[config.mk]
export PLATFORM = sky130hd
export DESIGN_NAME = fw_glue_regs
export DESIGN_NICKNAME = d
export VERILOG_FILES = /design/src/rtl/fwg_pkg.sv /design/src/rtl/fwg_decode.sv /design/src/rtl/fwg_console.sv /design/src/rtl/fwg_irq.sv /design/src/rtl/fw_glue_regs.sv
export SDC_FILE = /design/constraint.sdc
export NUM_CORES = 1
export LEC_CHECK = 0
export ABC_AREA = 1
export BUFFER_PORTS_ARGS = -buffer_cell sky130_fd_sc_hd__buf_2
export CAP_MARGIN = 20
export CORE_MARGIN = 2
export CORE_UTILIZATION = 30
export DETAILED_ROUTE_END_ITERATION = 10
export REMOVE_ABC_BUFFERS = 1
export SYNTH_ARGS = -nofsm -noshare
export SYNTH_HDL_FRONTEND = slang
export SYNTH_SLANG_ARGS = --single-unit
[constraint.sdc]
create_clock -name clk_i -period 2.1 [get_ports clk_i]
set_input_delay 0.21 -clock clk_i [delete_from_list [all_inputs] [get_ports clk_i]]
set_output_delay 0.21 -clock clk_i [all_outputs]
set_load 0.005 [all_outputs]
[src/rtl/fwg_pkg.sv]
package fwg_pkg;

    localparam int OFS_W = 6;

    localparam logic [OFS_W-1:0] OFS_HALT    = 6'h00;
    localparam logic [OFS_W-1:0] OFS_CPU_ID  = 6'h04;
    localparam logic [OFS_W-1:0] OFS_IRQ     = 6'h08;
    localparam logic [OFS_W-1:0] OFS_CPU_CNT = 6'h0C;
    localparam logic [OFS_W-1:0] OFS_RX_DATA = 6'h10;
    localparam logic [OFS_W-1:0] OFS_RX_STAT = 6'h14;
    localparam logic [OFS_W-1:0] OFS_TX_DATA = 6'h18;
    localparam logic [OFS_W-1:0] OFS_TX_STAT = 6'h1C;

    typedef enum logic [3:0] {
        SEL_NONE,
        SEL_HALT,
        SEL_CPU_ID,
        SEL_IRQ,
        SEL_CPU_CNT,
        SEL_RX_DATA,
        SEL_RX_STAT,
        SEL_TX_DATA,
        SEL_TX_STAT
    } reg_sel_e;

    typedef struct packed {
        logic [7:0] rx_data;
        logic [7:0] rx_stat;
        logic [7:0] tx_data;
        logic [7:0] tx_stat;
        logic       tx_pulse;
    } con_state_t;

endpackage

[src/rtl/fwg_decode.sv]
module fwg_decode
    import fwg_pkg::*;
(
    input  logic [OFS_W-1:0] ofs_i,
    output reg_sel_e         sel_o
);

    always_comb begin
        unique case (ofs_i)
            OFS_HALT:    sel_o = SEL_HALT;
            OFS_CPU_ID:  sel_o = SEL_CPU_ID;
            OFS_IRQ:     sel_o = SEL_IRQ;
            OFS_CPU_CNT: sel_o = SEL_CPU_CNT;
            OFS_RX_DATA: sel_o = SEL_RX_DATA;
            OFS_RX_STAT: sel_o = SEL_RX_STAT;
            OFS_TX_DATA: sel_o = SEL_TX_DATA;
            OFS_TX_STAT: sel_o = SEL_TX_STAT;
            default:     sel_o = SEL_NONE;
        endcase
    end

endmodule

[src/rtl/fwg_console.sv]
module fwg_console
    import fwg_pkg::*;
(
    input  logic       clk_i,
    input  logic       rst_ni,
    input  logic       acc_i,
    input  logic       we_i,
    input  reg_sel_e   sel_i,
    input  logic [7:0] wbyte_i,
    input  logic       rx_valid_i,
    input  logic [7:0] rx_data_i,
    output logic       rx_ready_o,
    output logic       tx_valid_o,
    output logic [7:0] tx_data_o,
    output logic [7:0] rx_data_q_o,
    output logic [7:0] rx_stat_o,
    output logic [7:0] tx_data_q_o,
    output logic [7:0] tx_stat_o
);

    con_state_t s_d, s_q;
    logic       take_d;
    logic       consume_d;

    always_comb begin
        s_d          = s_q;
        s_d.tx_pulse = 1'b0;
        take_d       = rx_valid_i && (s_q.rx_stat == 8'd0);
        consume_d    = acc_i && !we_i && (sel_i == SEL_RX_DATA);

        if (take_d) begin
            s_d.rx_data = rx_data_i;
            s_d.rx_stat = 8'd1;
        end else if (consume_d) begin
            s_d.rx_stat = 8'd0;
        end

        if (acc_i && we_i) begin
            case (sel_i)
                SEL_RX_DATA: s_d.rx_data = wbyte_i;
                SEL_RX_STAT: s_d.rx_stat = wbyte_i;
                SEL_TX_DATA: begin
                    s_d.tx_data  = wbyte_i;
                    s_d.tx_stat  = 8'd1;
                    s_d.tx_pulse = 1'b1;
                end
                SEL_TX_STAT: s_d.tx_stat = wbyte_i;
                default: ;
            endcase
        end
    end

    always_ff @(posedge clk_i or negedge rst_ni) begin
        if (!rst_ni) begin
            s_q         <= '0;
            s_q.tx_stat <= 8'd1;
        end else begin
            s_q <= s_d;
        end
    end

    assign rx_ready_o  = (s_q.rx_stat == 8'd0);
    assign tx_valid_o  = s_q.tx_pulse;
    assign tx_data_o   = s_q.tx_data;
    assign rx_data_q_o = s_q.rx_data;
    assign rx_stat_o   = s_q.rx_stat;
    assign tx_data_q_o = s_q.tx_data;
    assign tx_stat_o   = s_q.tx_stat;

    // a byte offered while ready is held, unless software overwrites the buffer
    a_r7_rx_capture: assert property (@(posedge clk_i) disable iff (!rst_ni)
        (rx_valid_i && rx_ready_o &&
         !(acc_i && we_i && (sel_i == SEL_RX_DATA || sel_i == SEL_RX_STAT)))
        |=> (rx_stat_o != 8'd0 && rx_data_q_o == $past(rx_data_i)));

    // a held byte is not replaced by later console traffic
    a_r7_rx_hold: assert property (@(posedge clk_i) disable iff (!rst_ni)
        (!rx_ready_o && !acc_i) |=> $stable(rx_data_q_o));

    // each output pulse leaves the output status at 1
    a_r8_tx_status: assert property (@(posedge clk_i) disable iff (!rst_ni)
        tx_valid_o |-> (tx_stat_o == 8'd1));

endmodule

[src/rtl/fwg_irq.sv]
module fwg_irq #(
    parameter int NUM_CPU = 4
) (
    input  logic               clk_i,
    input  logic               rst_ni,
    input  logic               wr_i,
    input  logic [7:0]         idx_i,
    input  logic [7:0]         level_i,
    output logic [NUM_CPU-1:0] lines_o
);

    logic [NUM_CPU-1:0] line_d, line_q;

    for (genvar g = 0; g < NUM_CPU; g++) begin : g_line
        always_comb begin
            line_d[g] = line_q[g];
            if (wr_i && (idx_i == 8'(g))) begin
                line_d[g] = (level_i != 8'd0);
            end
        end

        always_ff @(posedge clk_i or negedge rst_ni) begin
            if (!rst_ni) begin
                line_q[g] <= 1'b0;
            end else begin
                line_q[g] <= line_d[g];
            end
        end
    end

    assign lines_o = line_q;

    // lines hold while no interrupt write arrives
    a_r5_hold: assert property (@(posedge clk_i) disable iff (!rst_ni)
        !wr_i |=> $stable(lines_o));

    // a single write moves at most one line
    a_r5_one_line: assert property (@(posedge clk_i) disable iff (!rst_ni)
        wr_i |=> $onehot0(lines_o ^ $past(lines_o)));

    // an index beyond the last line changes nothing
    a_r6_out_of_range: assert property (@(posedge clk_i) disable iff (!rst_ni)
        (wr_i && (32'(idx_i) >= NUM_CPU)) |=> $stable(lines_o));

endmodule

[src/rtl/fw_glue_regs.sv]
module fw_glue_regs
    import fwg_pkg::*;
#(
    parameter int ADDR_W    = 32,
    parameter int DATA_W    = 32,
    parameter int NUM_CPU   = 4,
    parameter int CPU_COUNT = 0,
    localparam int CPU_W    = (NUM_CPU > 1) ? $clog2(NUM_CPU) : 1
) (
    input  logic               clk_i,
    input  logic               rst_ni,
    input  logic               req_valid_i,
    input  logic               req_write_i,
    input  logic [ADDR_W-1:0]  req_addr_i,
    input  logic [2:0]         req_bytes_i,
    input  logic [DATA_W-1:0]  req_wdata_i,
    input  logic [CPU_W-1:0]   req_cpu_i,
    output logic               rsp_valid_o,
    output logic [DATA_W-1:0]  rsp_rdata_o,
    input  logic               rx_valid_i,
    input  logic [7:0]         rx_data_i,
    output logic               rx_ready_o,
    output logic               tx_valid_o,
    output logic [7:0]         tx_data_o,
    output logic [NUM_CPU-1:0] irq_o,
    output logic               halt_o,
    output logic [7:0]         exit_code_o
);

    localparam int         COUNT_EFF = (CPU_COUNT == 0) ? 1 : CPU_COUNT;
    localparam logic [7:0] COUNT_RD  = 8'(COUNT_EFF);

    typedef struct packed {
        logic              halted;
        logic [7:0]        exit_code;
        logic              rsp_valid;
        logic [DATA_W-1:0] rsp_data;
    } top_state_t;

    top_state_t st_d, st_q;
    reg_sel_e   sel;
    logic [7:0] wbyte0, wbyte1, irq_level, rbyte;
    logic [7:0] rx_data_q, rx_stat, tx_data_q, tx_stat;
    logic       irq_wr;
    logic       unused_hi;

    assign unused_hi = ^{req_addr_i[ADDR_W-1:OFS_W], req_wdata_i[DATA_W-1:16]};
    assign wbyte0    = req_wdata_i[7:0];
    assign wbyte1    = req_wdata_i[15:8];
    assign irq_level = (req_bytes_i >= 3'd2) ? wbyte1 : 8'd0;
    assign irq_wr    = req_valid_i && req_write_i && (sel == SEL_IRQ);

    fwg_decode i_decode (
        .ofs_i (req_addr_i[OFS_W-1:0]),
        .sel_o (sel)
    );

    fwg_console i_console (
        .clk_i       (clk_i),
        .rst_ni      (rst_ni),
        .acc_i       (req_valid_i),
        .we_i        (req_write_i),
        .sel_i       (sel),
        .wbyte_i     (wbyte0),
        .rx_valid_i  (rx_valid_i),
        .rx_data_i   (rx_data_i),
        .rx_ready_o  (rx_ready_o),
        .tx_valid_o  (tx_valid_o),
        .tx_data_o   (tx_data_o),
        .rx_data_q_o (rx_data_q),
        .rx_stat_o   (rx_stat),
        .tx_data_q_o (tx_data_q),
        .tx_stat_o   (tx_stat)
    );

    fwg_irq #(.NUM_CPU(NUM_CPU)) i_irq (
        .clk_i   (clk_i),
        .rst_ni  (rst_ni),
        .wr_i    (irq_wr),
        .idx_i   (wbyte0),
        .level_i (irq_level),
        .lines_o (irq_o)
    );

    always_comb begin
        case (sel)
            SEL_CPU_ID:  rbyte = 8'(req_cpu_i);
            SEL_CPU_CNT: rbyte = COUNT_RD;
            SEL_RX_DATA: rbyte = rx_data_q;
            SEL_RX_STAT: rbyte = rx_stat;
            SEL_TX_DATA: rbyte = tx_data_q;
            SEL_TX_STAT: rbyte = tx_stat;
            default:     rbyte = 8'd0;
        endcase
    end

    always_comb begin
        st_d           = st_q;
        st_d.rsp_valid = req_valid_i;
        st_d.rsp_data  = '0;
        if (req_valid_i && !req_write_i) begin
            st_d.rsp_data = {{(DATA_W-8){1'b0}}, rbyte};
        end
        if (req_valid_i && req_write_i && (sel == SEL_HALT)) begin
            st_d.halted    = 1'b1;
            st_d.exit_code = wbyte0;
        end
    end

    always_ff @(posedge clk_i or negedge rst_ni) begin
        if (!rst_ni) begin
            st_q <= '0;
        end else begin
            st_q <= st_d;
        end
    end

    assign rsp_valid_o = st_q.rsp_valid;
    assign rsp_rdata_o = st_q.rsp_data;
    assign halt_o      = st_q.halted;
    assign exit_code_o = st_q.exit_code;

    // the halt request is sticky
    a_r2_halt_sticky: assert property (@(posedge clk_i) disable iff (!rst_ni)
        halt_o |=> halt_o);

    // every request gets a response in the next cycle
    a_r12_rsp_follows: assert property (@(posedge clk_i) disable iff (!rst_ni)
        req_valid_i |=> rsp_valid_o);

    // no response without a request one cycle earlier
    a_r12_no_spurious: assert property (@(posedge clk_i) disable iff (!rst_ni)
        rsp_valid_o |-> $past(req_valid_i));

    // only the low byte of read data may be nonzero
    a_r12_upper_zero: assert property (@(posedge clk_i) disable iff (!rst_ni)
        rsp_rdata_o[DATA_W-1:8] == '0);

    // an output pulse carries the byte that was written
    a_r8_tx_byte: assert property (@(posedge clk_i) disable iff (!rst_ni)
        tx_valid_o |-> ($past(req_valid_i && req_write_i) &&
                        tx_data_o == $past(req_wdata_i[7:0])));

endmodule

==> results of run 1 <==
[metrics by stage]
step	instances	area (um2)
floorplan	362	2800
detailed placement	570	3350
global placement	570	3350
global route	578	3440
finish	578	3440
CTS	578	3440
[power groups by stage]
stage,Clock (mW),Combinational [mW],Sequential [mW]
global placement,0,0.456,1.30
global route,0.659,0.550,1.30
CTS,0.626,0.470,1.29
detailed placement,0,0.467,1.31
floorplan,0,0.288,1.29
finish,0.604,0.462,1.28
[final cells by class]
class	count	area share (%)
multi-input combinational	273	37.6
sequential	55	40.1
tap	133	4.84
inverter	34	3.71
clock buffer	5	2.00
timing repair buffer	75	11.3
clock inverter	3	0.546
[path summary, 6_finish.rpt]
kind                                        start                  endpoint  cells after the start
max                        i_console.rx_stat_o[1]  i_console.rx_data_q_o[3]                      7
min                                        rst_ni            rsp_rdata_o[1]                      2
max reg2reg                i_console.rx_stat_o[1]  i_console.rx_data_q_o[3]                      7
min reg2reg                                halt_o                    halt_o                      2
max in group asynchronous                  rst_ni            exit_code_o[0]                      2
min in group clk_i                    req_valid_i               rsp_valid_o                      1
[registers in the layout (all words and copies together) (netlist names)]
name,cells
rsp_valid_o,1
i_console.rx_data_q_o,8
exit_code_o,8
i_console.tx_stat_o,8
i_console.tx_valid_o,1
i_irq.lines_o,4
i_console.rx_stat_o,8
i_console.tx_data_o,8
rsp_rdata_o,8
halt_o,1
[routing by layer]
layer  track usage, %  wire length (um)
met4             3.44                91
met5                0                 0
met3             2.69               442
met1             19.1              3290
met2             23.6              3540
[cells by family after synthesis]
logic type             count (synthesis)  synth area share (%)
AND/OR/NAND/NOR                      217                  33.5
AO/OA/AOI/OAI                         32                  7.15
buffers and inverters                 67                  12.7
other                                  1                 0.127
flip-flops                            55                  46.6
[critical path, delay by kind of cell (launching register included)]
family | cells | cell delay (ns)
buffers and inverters | 1 | 0.25
and+or+nand+nor | 5 | 0.66
AOI/OAI and AO/OA | 1 | 0.16
DFF | 1 | 0.42
[cells in the final DEF, fill, tap and decap left out]
cell,instances
buf_4,5
a21oi_1,1
nand2_1,108
o21ai_0,1
nor3_4,1
nor2_4,1
nand3_1,51
nand3_2,2
nand2_2,2
inv_2,9
o21a_1,1
nand3_4,2
dfstp_2,1
o211ai_1,9
clkinv_2,2
conb_1,24
nor2_1,37
buf_2,70
inv_1,25
nand2_4,3
nor3_1,1
nor2_2,3
o21ai_1,13
dfrtp_1,54
inv_6,1
clkbuf_8,5
nand4_1,6
o21ai_2,7
==> impl_results.md, run 1 <==
- Clk root buf: clkbuf_8
- Cell Rows: 36
- Layout area overhead: 16.3%
- CP max stage cell: dfrtp_1
- First-pass GRT wire length: 11800 um
- Crit-path most repeated cell: nand2_1
- Post-Syn Area: slightly below 3000 um2
- Vias in the first global route: 2442
- Die X: 103 um
- Register Area: 1380 um2
- CTS H-tree lvls: 2
- 1st-pass router iterations: 5
- Yosys top cell area share: 45.7%
- Min Tclk post-route: 1.60 ns
- CP arrival: 1.80 ns
- Worst vdd ir: between 0.2 and 0.3 mV
- Via-to-Cell Ratio: 4.47
- Crit-path max cell delay: 0.42 ns
- Post-CTS Setup Bufs: 0
- Logic pwr share: 19.6%
- DRT Wirelength: 7370 um
- Chip Height: between 100 and 150 um
- IO Count: 138
- RSZ-0062 raised after global routing: no
- Max Fclk: between 0.6 and 0.7 GHz
- Reg-to-reg setup timing slack: about 0.5 ns
- Syn Area/Cell: 7.95 um2
- TritonCTS Buffers: 5
- Primary FF master, synth: dfrtp_1
- Final worst slack: 0.501 ns
- Clock network fraction of total power: 25.7%
- CP cell instances: nor2_1 > nand2_1 > nor2_1 > nand2_1 > buf_4 > o211ai_1 > nand2_1
- Footprint of the multi-input gates: 1290 um2
- Power Dens Cells: 683 nW/um2
- Post-route core utilization: approximately 36%
- Core area: around 9700 um2
- Die ar.: 10700 um2
- Clk slew on worst S/H paths: 0.10 ns
- CP max FO: 10
- Setup TNS: 0 ns
- Yosys warns: 0
- Antenna diodes: 0
- Critical path class: flop to flop
- Ys async rst share: 100%
- Post-synth top cells: 108 x nand2_1, 54 x dfrtp_1, 51 x nand3_1
- Final worst-path cycle share: 76.1%
- Post-CTS resize count: 0
- Largest net degree at the start of global routing: 56
- Number of flops mapped to enable cells by yosys: 0
- Final nets: ~530
- Sequential Power Share: 54.7%
- Overflow left after global routing: 0
- Post-detail-place hpwl: 5520 um
- Final setup fails: 0
- DRC violations left: 0
- CTS tree: yes
- Synth Instances: roughly 370
- Starting DRT DRC Count: 83
- Clock tree buffer depth: 2
- Total GRT Usage: 14.2%
- Req. time, crit path: between 2 and 2.5 ns
- DR vias: 2584
- WL/cell: 12.7 um
- Min Hold Slack: 0.0319 ns
- Status: completed
- Initial core utilization: 30.5%
- Switching share of power: 31.0%
- Psw: 0.728 mW
- #FFs+latches synth: between 50 and 60
- Worst-Margin Slew: between 0.7 and 0.8 ns
- Hold WC Path Type: input port to async pin
- Port bufs: 70
- Place WS: just under 0.5 ns
- Post-layout power: 2.35 mW
- Final GP Congestion: 0.844
- Clock sinks: 55
- Register area share after synthesis: 46.6%
- Largest cells by area after synthesis: dfrtp_1 46%, nand2_1 14%, nand3_1 8.6%
- LEAKAGE: 1.92 nW
- Hold Buf Count CTS: 0
- Initial antenna violation count: 0
- Rel. slew slack: 51.8%
- Fin. Hold Viols: 0
- Max Clock Skew: 0.0124 ns
- Fillcell total: ~1100
- Share of layout cells above drive strength 1: 25.6%
- DRT antenna net count: 0
- Pint: between 1.5 and 2 mW
- Max_cap viols: 0
- Synth area leader: dfrtp_1
- Yosys cell types: 26
- Max-slew violations: 0
- Critical Path End Type: flop
- Most frequent cell after synthesis: nand2_1
- Clk_lat worst skew: 0.31 ns
- Critical path launch point type: flop
No activity file was read; power rests on OpenSTA's default activity.
==> inputs of run 2 (changes only) <==
--- a/config.mk
+++ b/config.mk
@@ -5,7 +5,7 @@
 export SDC_FILE = /design/constraint.sdc
 export NUM_CORES = 1
 export LEC_CHECK = 0
-export ABC_AREA = 1
+export ABC_AREA = 0
 export BUFFER_PORTS_ARGS = -buffer_cell sky130_fd_sc_hd__buf_2
 export CAP_MARGIN = 20
 export CORE_MARGIN = 2
==> constraint.sdc (replaced) <==
create_clock -name clk_i -period 1.3 [get_ports clk_i]
set_input_delay 0.13 -clock clk_i [delete_from_list [all_inputs] [get_ports clk_i]]
set_output_delay 0.13 -clock clk_i [all_outputs]
set_load 0.005 [all_outputs]
==> run 2 against run 1 <==
- the flow now finishes with violations (setup timing)
- sequential power increased by 62%
- utilization rose by 9.5 points
- worst setup slack lost 0.96 ns
- largest cell class is now multi-input gates
- highest routed layer unchanged
==> impl_results.md, run 2 <==
- Power Dens Cells: 1050 nW/um2 (+54%)
- Min Tclk post-route: 1.76 ns (+0.158 ns)
- Ys async rst share: 100% (unchanged)
- Failing checks: setup timing
- LEAKAGE: 1.93 nW (+0.93%)
- Final setup fails: 50 (+50)
- Overflow left after global routing: 0 (unchanged)
- Number of flops mapped to enable cells by yosys: 0 (unchanged)
- Commonest non-fill, non-tap cell in the layout: buf_2
- DR vias: 2258 (-13%)
- Max_cap viols: 0 (unchanged)
- DRT antenna net count: 0 (unchanged)
- Most frequent cells in the layout: 68 x buf_2, 54 x dfrtp_1, 38 x buf_4
- Final worst slack: -0.457 ns (-0.958 ns)
- Primary FF master, synth: dfrtp_1
- Yosys cell types: 38 (+46%)
- Port bufs: 70 (unchanged)
- Clk slew on worst S/H paths: 0.09 ns (about the same)
- Req. time, crit path: 1.50 ns (-0.80 ns)
- Worst vdd ir: 0.521 mV (+75%)
- Most frequent cell after synthesis: dfrtp_1
- CP arrival: 1.96 ns (+0.16 ns)
- Share of layout cells above drive strength 1: 53.0% (+27 points)
- DR WL met3: 378 um (-14%)
- RSZ-0062 raised after global routing: yes
- Largest net degree at the start of global routing: 24 (-57%)
- Core area: 8680 um2 (-10%)
- Max Fclk: 0.569 GHz (-9.0%)
- Cell Rows: 34 (-5.6%)
- 1st-pass router iterations: 4 (-1)
- Design area: 3910 um2 (+14%)
- Initial antenna violation count: 0 (unchanged)
- Post-synth top cells: 54 x dfrtp_1, 24 x buf_4, 22 x mux2_2, 22 x nor2_1, 18 x nand2_1
- Post-layout power: 4.11 mW (+75%)
- Die X: 98.5 um (-4.6%)
- #FFs+latches synth: 55 (unchanged)
- Starting DRT DRC Count: 94 (+13%)
- Die ar.: 9710 um2 (-9.0%)
- CP max FO: 5 (-5)
- Post-detail-place hpwl: 5500 um (-0.42%)
- Fin. Hold Viols: 0 (unchanged)
- Synth area leader: dfrtp_1
- TritonCTS Buffers: 5 (unchanged)
- Initial core utilization: 30.9% (+0.35 points)
- Fillcell total: 829 (-21%)
- Clk root buf: clkbuf_8
- WL/cell: 15.8 um (+24%)
- IO Count: 138 (unchanged)
- Clk_lat worst skew: 0.32 ns (about the same)
- Max-slew violations: 0 (unchanged)
- Final GP Congestion: 0.872 (+3.2%)
- Min Hold Slack: 0.0509 ns (+0.0190 ns)
- Layout area overhead: 45.8%
- First-pass GRT wire length: 11900 um (+0.42%)
- Met2 wire len: 3510 um (-0.82%)
- Clock tree buffer depth: 2 (unchanged)
- Status: finished with violations
- Max Clock Skew: 0.0121 ns (-0.000315 ns)
- Chip Height: 98.5 um (-4.6%)
- Antenna diodes: 0 (unchanged)
- Vias in the first global route: 2265 (-7.2%)
- Register area share after synthesis: 51.4% (+4.8 points)
- Clock sinks: 55 (unchanged)
- Final nets: 443 (-16%)
- Critical Path End Type: flop
- Hold WC Path Type: input port to flop
- DR top layer: met4
- Met1 WL: 3490 um (+6.0%)
- Critical path class: flop to flop
- Via-to-Cell Ratio: 4.80 (+7.5%)
- Total GRT Usage: 15.3% (+1.2 points)
- Critical path launch point type: flop
- Yosys warns: 0 (unchanged)
- Final worst-path cycle share: 135% (+59 points)
- Synth Instances: 242 (-35%)
- DRC violations left: 0 (unchanged)
- DRT Wirelength: 7440 um (+0.91%)
- CTS H-tree lvls: 2 (unchanged)
- Post-Syn Area: 2680 um2 (-9.4%)
- Post-DP Area: 3420 um2 (+2.1%)
- Yosys top cell area share: 50.4% (+4.7 points)
- Syn Area/Cell: 11.1 um2 (+39%)
- CTS tree: yes
- Largest cells by area after synthesis: dfrtp_1 50%, mux2_2 9.2%, buf_4 6.7%
## run 2: changes by cell type after synthesis, sizes merged, moves of 9 or more
cell	before	now
nor2	41	23
mux2	0	26
o211ai	9	0
inv	34	3
nand2	113	18
o21ai	21	8
nand3	55	2
a21oi	1	15
## run 2: kinds of logic after synthesis
group / count (synthesis) / synth area share (%)
muxes: 34 / 13.9
DFF: 55 / 51.4
and+or+nand+nor: 75 / 15.5
AOI/OAI and AO/OA: 39 / 9.85
buffers and inverters: 38 / 9.20
other: 1 / 0.140
## run 2: what timing repair did
| item | in CTS | in global routing |
|---|---|---|
| resized for setup | 53 | 32 |
| cloned | 1 | 0 |
| pin swaps | 21 | 16 |
| endpoints found under the hold margin | 14 | 0 |
| setup endpoints to repair | 46 | 52 |
| hold buffers | 1 | 0 |
| setup buffers | 1 | 2 |
## run 2: where the power goes
part           internal (mW)  switching [mW]
sequential              1.94           0.134
clock                  0.583           0.573
combinational          0.474           0.403
## run 2: per-layer routing
metal	up-vias	GRT usage (%)
met1	1105	21.7
met2	80	24.0
met5	-	0
li1	1066	-
met3	7	3.62
met4	0	3.48
## run 2: metrics by stage
| step | worst slack [ns] | instances | setup TNS (ns) | utilization (%) |
|---|---|---|---|---|
| after CTS | -0.423 | 468 | -8.54 | 43.1 |
| after detailed placement | -0.677 | 457 | -28.47 | 39.4 |
| after global routing | -0.521 | 470 | -10.73 | 45.0 |
| after global placement | -0.652 | 457 | -27.41 | 39.4 |
| after floorplan | -1.05 | 230 | -29.41 | - |
| final | -0.457 | 470 | -9.34 | 45.0 |
## run 2: area by class of cell
class	count	area, um2	area share, %
well taps	108	135	3.46
repair buffers	123	851	21.8
inverters	3	11.3	0.288
flip-flops and latches	55	1380	35.3
clock buffers	6	72.6	1.86
multi-input cells	173	1420	36.4
clock inverters	2	38.8	0.993
## run 2: path summary, 6_finish.rpt
| path | start | to | slack [ns] | depth (start not counted) |
|---|---|---|---|---|
| min in group asynchronous | rst_ni | rsp_rdata_o[0] | 0.30 | 2 |
| setup reg to reg | i_console.rx_stat_o[1] | i_console.rx_data_q_o[5] | -0.46 | 5 |
| max in group asynchronous | rst_ni | rsp_rdata_o[4] | 0.53 | 3 |
| hold reg to reg | halt_o | halt_o | 0.48 | 1 |
| setup / recovery | i_console.rx_stat_o[1] | i_console.rx_data_q_o[5] | -0.46 | 5 |
| hold / removal | req_valid_i | rsp_valid_o | 0.05 | 2 |
## run 2: critical path: stages (launching register included)
cell     delay (ns)
dfrtp_1        0.40
or4_4          0.58
nor3_4         0.23
buf_6          0.16
mux2i_1        0.20
a21oi_1        0.08
